<file path="src/rtl/vcf_pkg.sv">
`timescale 1ns/1ps
package vcf_pkg;

  localparam int NUM_BANKS = 5;

  // Bank codes used by the single-lane write port.
  typedef enum logic [2:0] {
    BANK_CO_LO = 3'd0,
    BANK_CO_HI = 3'd1,
    BANK_CC_LO = 3'd2,
    BANK_CC_HI = 3'd3,
    BANK_EXT   = 3'd4
  } bank_e;

  // Register selector after decoding the low index bits.
  typedef enum logic [1:0] {
    SEL_CARRY = 2'd0,
    SEL_CMP   = 2'd1,
    SEL_EXT_A = 2'd2,
    SEL_EXT_B = 2'd3
  } sel_e;

  function automatic sel_e decode_sel(input logic [1:0] low_bits);
    return sel_e'(low_bits);
  endfunction

endpackage

</file>
<file path="src/rtl/vcf_flag_bank.sv">
`timescale 1ns/1ps
module vcf_flag_bank #(
  parameter int LANES  = 8,
  parameter int LANE_W = 16,
  localparam int LIDX_W = (LANES > 1) ? $clog2(LANES) : 1
) (
  input  logic              clk,
  input  logic              rst,
  input  logic              bulk_we,
  input  logic [LANES-1:0]  bulk_bits,
  input  logic              lane_we,
  input  logic [LIDX_W-1:0] lane_idx,
  input  logic [LANE_W-1:0] lane_val,
  output logic [LANES-1:0]  flags
);

  logic [LANE_W-1:0] mask_q [LANES];

  // Bulk write expands bit (LANES-1-j) into lane j; it has priority over the lane port.
  always_ff @(posedge clk) begin
    if (rst) begin
      for (int j = 0; j < LANES; j++) mask_q[j] <= '0;
    end else if (bulk_we) begin
      for (int j = 0; j < LANES; j++)
        mask_q[j] <= {LANE_W{bulk_bits[LANES-1-j]}};
    end else if (lane_we) begin
      mask_q[lane_idx] <= lane_val;
    end
  end

  // Packed view: bit i reports lane LANES-1-i as set when its mask is nonzero.
  always_comb begin
    for (int i = 0; i < LANES; i++) flags[i] = |mask_q[LANES-1-i];
  end

  AST_RESET_CLEAR: assert property (@(posedge clk)
    rst |=> (flags == '0));

  AST_BULK_ROUNDTRIP: assert property (@(posedge clk) disable iff (rst)
    bulk_we |=> (flags == $past(bulk_bits)));

  for (genvar g = 0; g < LANES; g++) begin : g_mask_chk
    AST_BULK_FULL_MASK: assert property (@(posedge clk) disable iff (rst)
      bulk_we |=> ((mask_q[g] == '0) || (mask_q[g] == '1)));
  end

  AST_LANE_WRITE: assert property (@(posedge clk) disable iff (rst)
    (lane_we && !bulk_we) |=>
      (flags[LANES-1-int'($past(lane_idx))] == (|$past(lane_val))));

endmodule

</file>
<file path="src/rtl/vcf_read_port.sv">
`timescale 1ns/1ps
module vcf_read_port
  import vcf_pkg::*;
#(
  parameter int LANES = 8,
  parameter int IDX_W = 5,
  parameter int OUT_W = 32,
  localparam int SCALAR_W = 2 * LANES
) (
  input  logic                       clk,
  input  logic                       rst,
  input  logic                       rd_en,
  input  logic [IDX_W-1:0]           rd_idx,
  input  logic [NUM_BANKS*LANES-1:0] bank_flags,
  output logic [OUT_W-1:0]           rd_data,
  output logic                       rd_valid
);

  logic [SCALAR_W-1:0] packed_val;
  logic [OUT_W-1:0]    wide_val;
  sel_e                sel;

  always_comb begin
    sel = decode_sel(rd_idx[1:0]);
    unique case (sel)
      SEL_CARRY: packed_val = {bank_flags[BANK_CO_HI*LANES +: LANES],
                               bank_flags[BANK_CO_LO*LANES +: LANES]};
      SEL_CMP:   packed_val = {bank_flags[BANK_CC_HI*LANES +: LANES],
                               bank_flags[BANK_CC_LO*LANES +: LANES]};
      default:   packed_val = {{LANES{1'b0}},
                               bank_flags[BANK_EXT*LANES +: LANES]};
    endcase
    wide_val = {{(OUT_W-SCALAR_W){packed_val[SCALAR_W-1]}}, packed_val};
  end

  always_ff @(posedge clk) begin
    if (rst) begin
      rd_data  <= '0;
      rd_valid <= 1'b0;
    end else begin
      rd_valid <= rd_en;
      if (rd_en) rd_data <= wide_val;
    end
  end

  AST_EXT_UPPER_ZERO: assert property (@(posedge clk) disable iff (rst)
    (rd_en && rd_idx[1]) |=> (rd_data[OUT_W-1:LANES] == '0));

  AST_SIGN_FILL: assert property (@(posedge clk) disable iff (rst)
    rd_valid |-> (($countones(rd_data[OUT_W-1:SCALAR_W-1]) == 0) ||
                  ($countones(rd_data[OUT_W-1:SCALAR_W-1]) == OUT_W-SCALAR_W+1)));

  AST_READ_LATENCY: assert property (@(posedge clk) disable iff (rst)
    rd_en |=> rd_valid);

  AST_READ_HOLD: assert property (@(posedge clk) disable iff (rst)
    !rd_en |=> (!rd_valid && $stable(rd_data)));

endmodule

</file>
<file path="src/rtl/vcf_regfile.sv">
`timescale 1ns/1ps
module vcf_regfile
  import vcf_pkg::*;
#(
  parameter int LANES  = 8,
  parameter int LANE_W = 16,
  parameter int IDX_W  = 5,
  parameter int OUT_W  = 32,
  localparam int SCALAR_W = 2 * LANES,
  localparam int LIDX_W   = (LANES > 1) ? $clog2(LANES) : 1
) (
  input  logic                clk,
  input  logic                rst,
  input  logic                mt_en,
  input  logic [IDX_W-1:0]    mt_idx,
  input  logic [SCALAR_W-1:0] mt_data,
  input  logic                mf_en,
  input  logic [IDX_W-1:0]    mf_idx,
  output logic [OUT_W-1:0]    mf_data,
  output logic                mf_valid,
  input  logic                lw_en,
  input  logic [2:0]          lw_bank,
  input  logic [LIDX_W-1:0]   lw_lane,
  input  logic [LANE_W-1:0]   lw_val
);

  logic [NUM_BANKS-1:0]       bulk_we;
  logic [NUM_BANKS-1:0]       lane_we;
  logic [LANES-1:0]           bulk_bits [NUM_BANKS];
  logic [NUM_BANKS*LANES-1:0] all_flags;
  sel_e                       wr_sel;

  assign wr_sel = decode_sel(mt_idx[1:0]);

  for (genvar k = 0; k < NUM_BANKS; k++) begin : g_bank
    if (k == int'(BANK_EXT)) begin : g_ext
      assign bulk_we[k]   = mt_en && ((wr_sel == SEL_EXT_A) || (wr_sel == SEL_EXT_B));
      assign bulk_bits[k] = mt_data[LANES-1:0];
    end else begin : g_dual
      localparam sel_e OWNER = sel_e'(k / 2);
      assign bulk_we[k] = mt_en && (wr_sel == OWNER);
      if (k % 2 == 1) begin : g_hi
        assign bulk_bits[k] = mt_data[SCALAR_W-1:LANES];
      end else begin : g_lo
        assign bulk_bits[k] = mt_data[LANES-1:0];
      end
    end

    assign lane_we[k] = lw_en && (lw_bank == 3'(k));

    vcf_flag_bank #(.LANES(LANES), .LANE_W(LANE_W)) u_bank (
      .clk       (clk),
      .rst       (rst),
      .bulk_we   (bulk_we[k]),
      .bulk_bits (bulk_bits[k]),
      .lane_we   (lane_we[k]),
      .lane_idx  (lw_lane),
      .lane_val  (lw_val),
      .flags     (all_flags[k*LANES +: LANES])
    );
  end

  vcf_read_port #(.LANES(LANES), .IDX_W(IDX_W), .OUT_W(OUT_W)) u_read (
    .clk        (clk),
    .rst        (rst),
    .rd_en      (mf_en),
    .rd_idx     (mf_idx),
    .bank_flags (all_flags),
    .rd_data    (mf_data),
    .rd_valid   (mf_valid)
  );

  AST_SINGLE_TARGET: assert property (@(posedge clk) disable iff (rst)
    mt_en |-> ($countones(bulk_we) inside {1, 2}));

  AST_EXT_ALIAS: assert property (@(posedge clk) disable iff (rst)
    (mt_en && mt_idx[1]) |=> (all_flags[BANK_EXT*LANES +: LANES] == $past(mt_data[LANES-1:0])));

endmodule

</file>
<file path="config.mk">
export PLATFORM = sky130hd
export DESIGN_NAME = vcf_regfile
export DESIGN_NICKNAME = d
export VERILOG_FILES = /design/src/rtl/vcf_pkg.sv /design/src/rtl/vcf_flag_bank.sv /design/src/rtl/vcf_read_port.sv /design/src/rtl/vcf_regfile.sv
export SDC_FILE = /design/constraint.sdc
export NUM_CORES = 1
export LEC_CHECK = 0
export ABC_AREA = 1
export BUFFER_PORTS_ARGS = -buffer_cell sky130_fd_sc_hd__buf_4
export CORE_ASPECT_RATIO = 0.5
export CORE_UTILIZATION = 41
export DETAILED_ROUTE_END_ITERATION = 16
export PLACE_DENSITY = 0.71
export SLEW_MARGIN = 0
export SYNTH_ARGS = -nofsm -noshare
export SYNTH_HDL_FRONTEND = slang
export SYNTH_SLANG_ARGS = --single-unit
</file>
<file path="constraint.sdc">
create_clock -name clk -period 2 [get_ports clk]
set_input_delay 0.4 -clock clk [delete_from_list [all_inputs] [get_ports clk]]
set_output_delay 0.4 -clock clk [all_outputs]
set_load 0.02 [all_outputs]
</file>
* Word level (Yosys, flattened, before mapping)
Memory sizes are Yosys's and may differ from the RTL's.
Index checks and enable logic that the tools add are counted.
** Cells by class
- Bitwise logic cells :: 40
- Eq/ne operators :: 8
- Reductions and logical operators :: 57
- Multiplexer cells :: 87
** Operators with widths (number)
- two-way mux 16 bit :: 45
- OR reduction 16 bit :: 45
- OR 1 bit :: 40
- two-way mux 1 bit :: 36
- one-hot mux 16 bit (2 select lines) :: 1
- two-way mux 3 bit :: 5
- logical AND 1 bit :: 8
- == test 3 x 2 -> 1 bit, second input constant :: 2
- == test 2 x 1 -> 1 bit, second input constant :: 2
- == test 2 bit, second input constant :: 2
- logical NOT 2 bit :: 2
- == test 3 x 1 -> 1 bit, second input constant :: 1
- == test 3 bit, second input constant :: 1
- logical NOT 3 bit :: 1
- logical OR 1 bit :: 1
** Word-level totals
- Output and inout bits :: 33
- Bits in writable memories :: 640
- Bits in registers :: 17
- Bits of input ports :: 53
- Memories :: 5
** Memory list
- g_bank[0].u_bank.mask_q :: depth 8, width 16, read ports 8, clocked after Yosys merged registers in 0, write ports 8, line vcf_flag_bank.sv:17 : logic [LANE_W-1:0] mask_q [LANES];
- g_bank[1].u_bank.mask_q :: depth 8, width 16, read ports 8, clocked after Yosys merged registers in 0, write ports 8, line vcf_flag_bank.sv:17
- g_bank[2].u_bank.mask_q :: depth 8, width 16, read ports 8, clocked after Yosys merged registers in 0, write ports 8, line vcf_flag_bank.sv:17
- g_bank[3].u_bank.mask_q :: depth 8, width 16, read ports 8, clocked after Yosys merged registers in 0, write ports 8, line vcf_flag_bank.sv:17
- g_bank[4].u_bank.mask_q :: depth 8, width 16, read ports 8, clocked after Yosys merged registers in 0, write ports 8, line vcf_flag_bank.sv:17

* Logic depth before layout (Yosys ltp)
- Depth after elaboration :: 8
- Mapped depth :: 9
- Mapped depth without buffers :: 8

* Cells and area by module
From an unflattened synthesis, not the netlist that was laid out.
** Second synthesis, totals
- Cell total of the unflattened synthesis :: 3183
- Area, all modules :: 30735.7 µm²
** Modules (own cells, without submodules)
- vcf_flag_bank (g_bank[2].u_bank ...) :: area an instance 5903.2 µm², instances 3, cells an instance 599, sequential area each 3843.7 µm²
- vcf_flag_bank (g_bank[1].u_bank) :: area an instance 5950.7 µm², instances 1, cells an instance 599, sequential area each 3843.7 µm²
- vcf_flag_bank (g_bank[0].u_bank) :: area an instance 5914.4 µm², instances 1, cells an instance 599, sequential area each 3843.7 µm²
- vcf_read_port :: area an instance 1079.8 µm², instances 1, cells an instance 167, sequential area each 340.3 µm²
- vcf_regfile :: area an instance 81.3 µm², instances 1, cells an instance 21, sequential area each 0.0 µm²

* Worst setup path after synthesis
No wires, ideal clock.
- Path kind :: input to register
- Start point :: input port lw_bank[2]
- End point :: memory g_bank[1].u_bank.mask_q[6][0], enable pin
- Stages :: 6
- Arrival time :: 1.702 ns
- Buffers on the path :: 1
- Slack :: -0.074 ns
- Cell sequence :: inv_1 nand3_1 nor3_4 nand2_1 clkbuf_1 nand2_1
** RTL lines
- from (decl) :: line vcf_regfile.sv:22 : input logic [2:0] lw_bank,
- to (decl) :: line vcf_flag_bank.sv:17

* Final worst setup path
- Start point :: register u_read.rd_data[15] (netlist name)
- End point :: output port mf_data[30]
** RTL lines
- to (decl) :: line vcf_regfile.sv:19 : output logic [OUT_W-1:0] mf_data,
No word-level cell between the ends.

==> metrics.yaml <==
routing:
  drc_errors: 0
  avgViaCountPerCell: 5.348
  drt_wl_total_mm: 64.47
  antenna_left: 0
  wl_per_cell_um: 19.07
  first_pass_iters: 6
  drt_iter0_markers: 2126
  via_count: 18080
floorplanning:
  die_h_um: 183.6
  core_um2: 65070
  ios: 86
  die_w_um: 365.1
  rows: 66
  die_area_um2: 67020
  initial_utilization_pct: 41.54
grt:
  grtUsageTotal_pct: 19.03
  grt_pass1_vias: 16890
  overflow: 0
  met2_usage_pct: 33.53
  top_usage_layer: "met2"
  grt_pass1_wl_mm: 95.88
  use_met1_pct: 23.71
  grt_max_degree: 41
  antenna_found_initial: 0
  grt.met3_usage_pct: 2.839
yosys:
  synth_area_leaders: "edfxtp_1 71%, o21ai_0 12%, nor2_1 5.8%"
  yosysSeqAreaShare_pct: 72.36
  synth.top_cell.area_share_pct: 71.10
  synth_area_um2: 27030
  synth_cell_types: 24
  synth_seq_cells: 657
  synth_fp_nets: 2407
  syn_inst: 2354
  yosys.area.top_type: "edfxtp_1"
  syn_area_per_cell_um2: 11.48
  yosysWarningCount: 0
critical_path:
  arrival_ns: 1.48
  cp_data_required_time_ns: 1.60
  reg2reg_depth: 8
  regToRegSetupSlack_ns: 0.64
  timing.rr.start: "g_bank[2].u_bank.mask_q[0][5]"
  crit_fanout: 16
  crit_type: "reg2out"
  crit_path_start_kind: "register"
  crit_path_end_kind: "output port"
  r2r_end: "u_read.rd_data[7]"
final_layout:
  post-route-util_pct: 48.34
  layout.nets: 2502
  fillers: 5558
  num_antenna_cells: 0
  seqCellArea_um2: 19560
  area_growth_pct: 16.37
  drive_gt1_share_pct: 13.82
  multi_input_area_um2: 6645
timing:
  setup_viol: 0
  skew_ns: 0.01914
  hold_viol: 0
  fin_crit_ns: 1.876
  timing.final.max_slew_violations: 0
  holdWs_ns: 0.1477
  timing.final.ws_setup_ns: 0.1243
  tightest_slew_ns: 1.046
  max_slew_margin_pct: 30.00
  fmax_mhz: 533.1
  min_period_over_period_pct: 93.79
  rsz0062_at_grt: "no"
  finalSetupTns_ns: 0
hold_path:
  min-delay-start: "rst"
  hold_end: "u_read.rd_valid"
  min_path_type: "in2reg"
  holdPathStages: 3
clock_tree:
  cts_sinks: 657
  htreeDepth: 2
  clockBufferDepth: 3
  clk_latency_ns: 0.62
  path_clk_slew_ns: 0.07
  tritoncts: "done"
  postCtsHoldBufs: 0
  post_cts_buffers: 0
  cts_buffers: 59
  cts_resized: 0
  cts_root_buf: "clkbuf_16"
power_and_ir_drop:
  leakage_nw: 11.36
  ir_drop_mv: 0.6215
  p_total_mw: 29.38
  p_per_area_nw_per_um2: 934.0
place:
  place.gp.congestion: 0.7827
  place_ws_ns: -0.3144
  port-buffer-count: 79
  dp_hpwl_mm: 35.33
flow_run:
  drv_cap: 0
status:
  status: "finished, final reports clean"
-- cell families (layout without fill, tap and decap cells) --
group           count (synthesis)  in the layout  share of synthesized area, %
compound gates                673            673                         12.53
flops                         657            657                         72.36
simple gates                  811            811                         11.84
buf+inv                       213            355                         3.273
-- registers in the layout (all words and copies together), names as in the netlist --
register,count
u_read.rd_valid,1
g_bank.u_bank.mask_q,640
u_read.rd_data,16
-- report_power, final --
group          switching (mW)  internal, mW  total, mW
sequential              0.299          16.3       16.6
clock                    4.75          5.92       10.7
combinational            1.43         0.682       2.11
-- cells in the final DEF (no fill, tap or decap), types with 8 or more instances in the layout --
master | netlist | layout
buf_12 | 0 | 52
clkinv_2 | 0 | 8
o21bai_1 | 8 | 8
o21ai_0 | 649 | 649
buf_4 | 17 | 153
dfxtp_1 | 17 | 17
nand2_2 | 11 | 34
edfxtp_1 | 640 | 640
inv_2 | 2 | 18
nand2_1 | 353 | 330
a21oi_1 | 9 | 9
inv_1 | 40 | 24
nor2_1 | 421 | 421
clkbuf_16 | 0 | 61
clkbuf_1 | 137 | 18
clkinv_1 | 0 | 15
-- cell usage after synthesis --
cell type,count
nor3_2,3
inv_2,2
inv_1,40
edfxtp_1,640
nand3b_1,1
nor2_1,421
nand3_1,7
nor2_2,2
buf_4,17
nor3_4,4
clkbuf_2,6
clkbuf_1,137
nor3_1,4
o21bai_1,8
o21ai_1,7
a21oi_1,9
o21ai_0,649
nor3b_4,1
buf_2,11
dfxtp_1,17
nand2_2,11
nand3_2,3
and2_0,1
nand2_1,353
-- layer usage --
layer	part of all wire (%)	routed length, um
met3	8.9	5753
met1	38	24420
met5	0	0
met2	50	32300
met4	3.1	1995
-- final cells by class --
type | count | area share (%)
tap | 884 | 3.516
inverter | 42 | 0.5012
clock buffer | 82 | 5.199
multi-input combinational | 1484 | 21.12
sequential | 657 | 62.18
timing repair buffer | 205 | 6.961
clock inverter | 26 | 0.5211
-- how the worst max path moves through the flow --
stage | start | endpoint | slack, ns | cells after the start
global route | u_read.rd_data[15] | mf_data[16] | 0.07 | 2
CTS | u_read.rd_data[15] | mf_data[30] | 0.08 | 2
floorplan | lw_bank[2] | g_bank[3].u_bank.mask_q[1][0] | -0.06 | 6
global placement | mt_en | g_bank[4].u_bank.mask_q[1][4] | -0.22 | 5
finish | u_read.rd_data[15] | mf_data[30] | 0.12 | 2
detailed placement | mt_en | g_bank[4].u_bank.mask_q[4][9] | -0.31 | 5
-- critical path, cell delays in order (launching register included) --
cell and delay, ns:
dfxtp_1 0.44, buf_4 0.25, buf_4 0.17
-- metrics by stage --
step	area, um^2	cells
floorplan	27090	2354
global placement	29660	3272
detailed placement	29660	3272
CTS	31460	3380
global route	31460	3380
finish	31460	3380
Note: power is estimated with default switching activity, not from simulation.
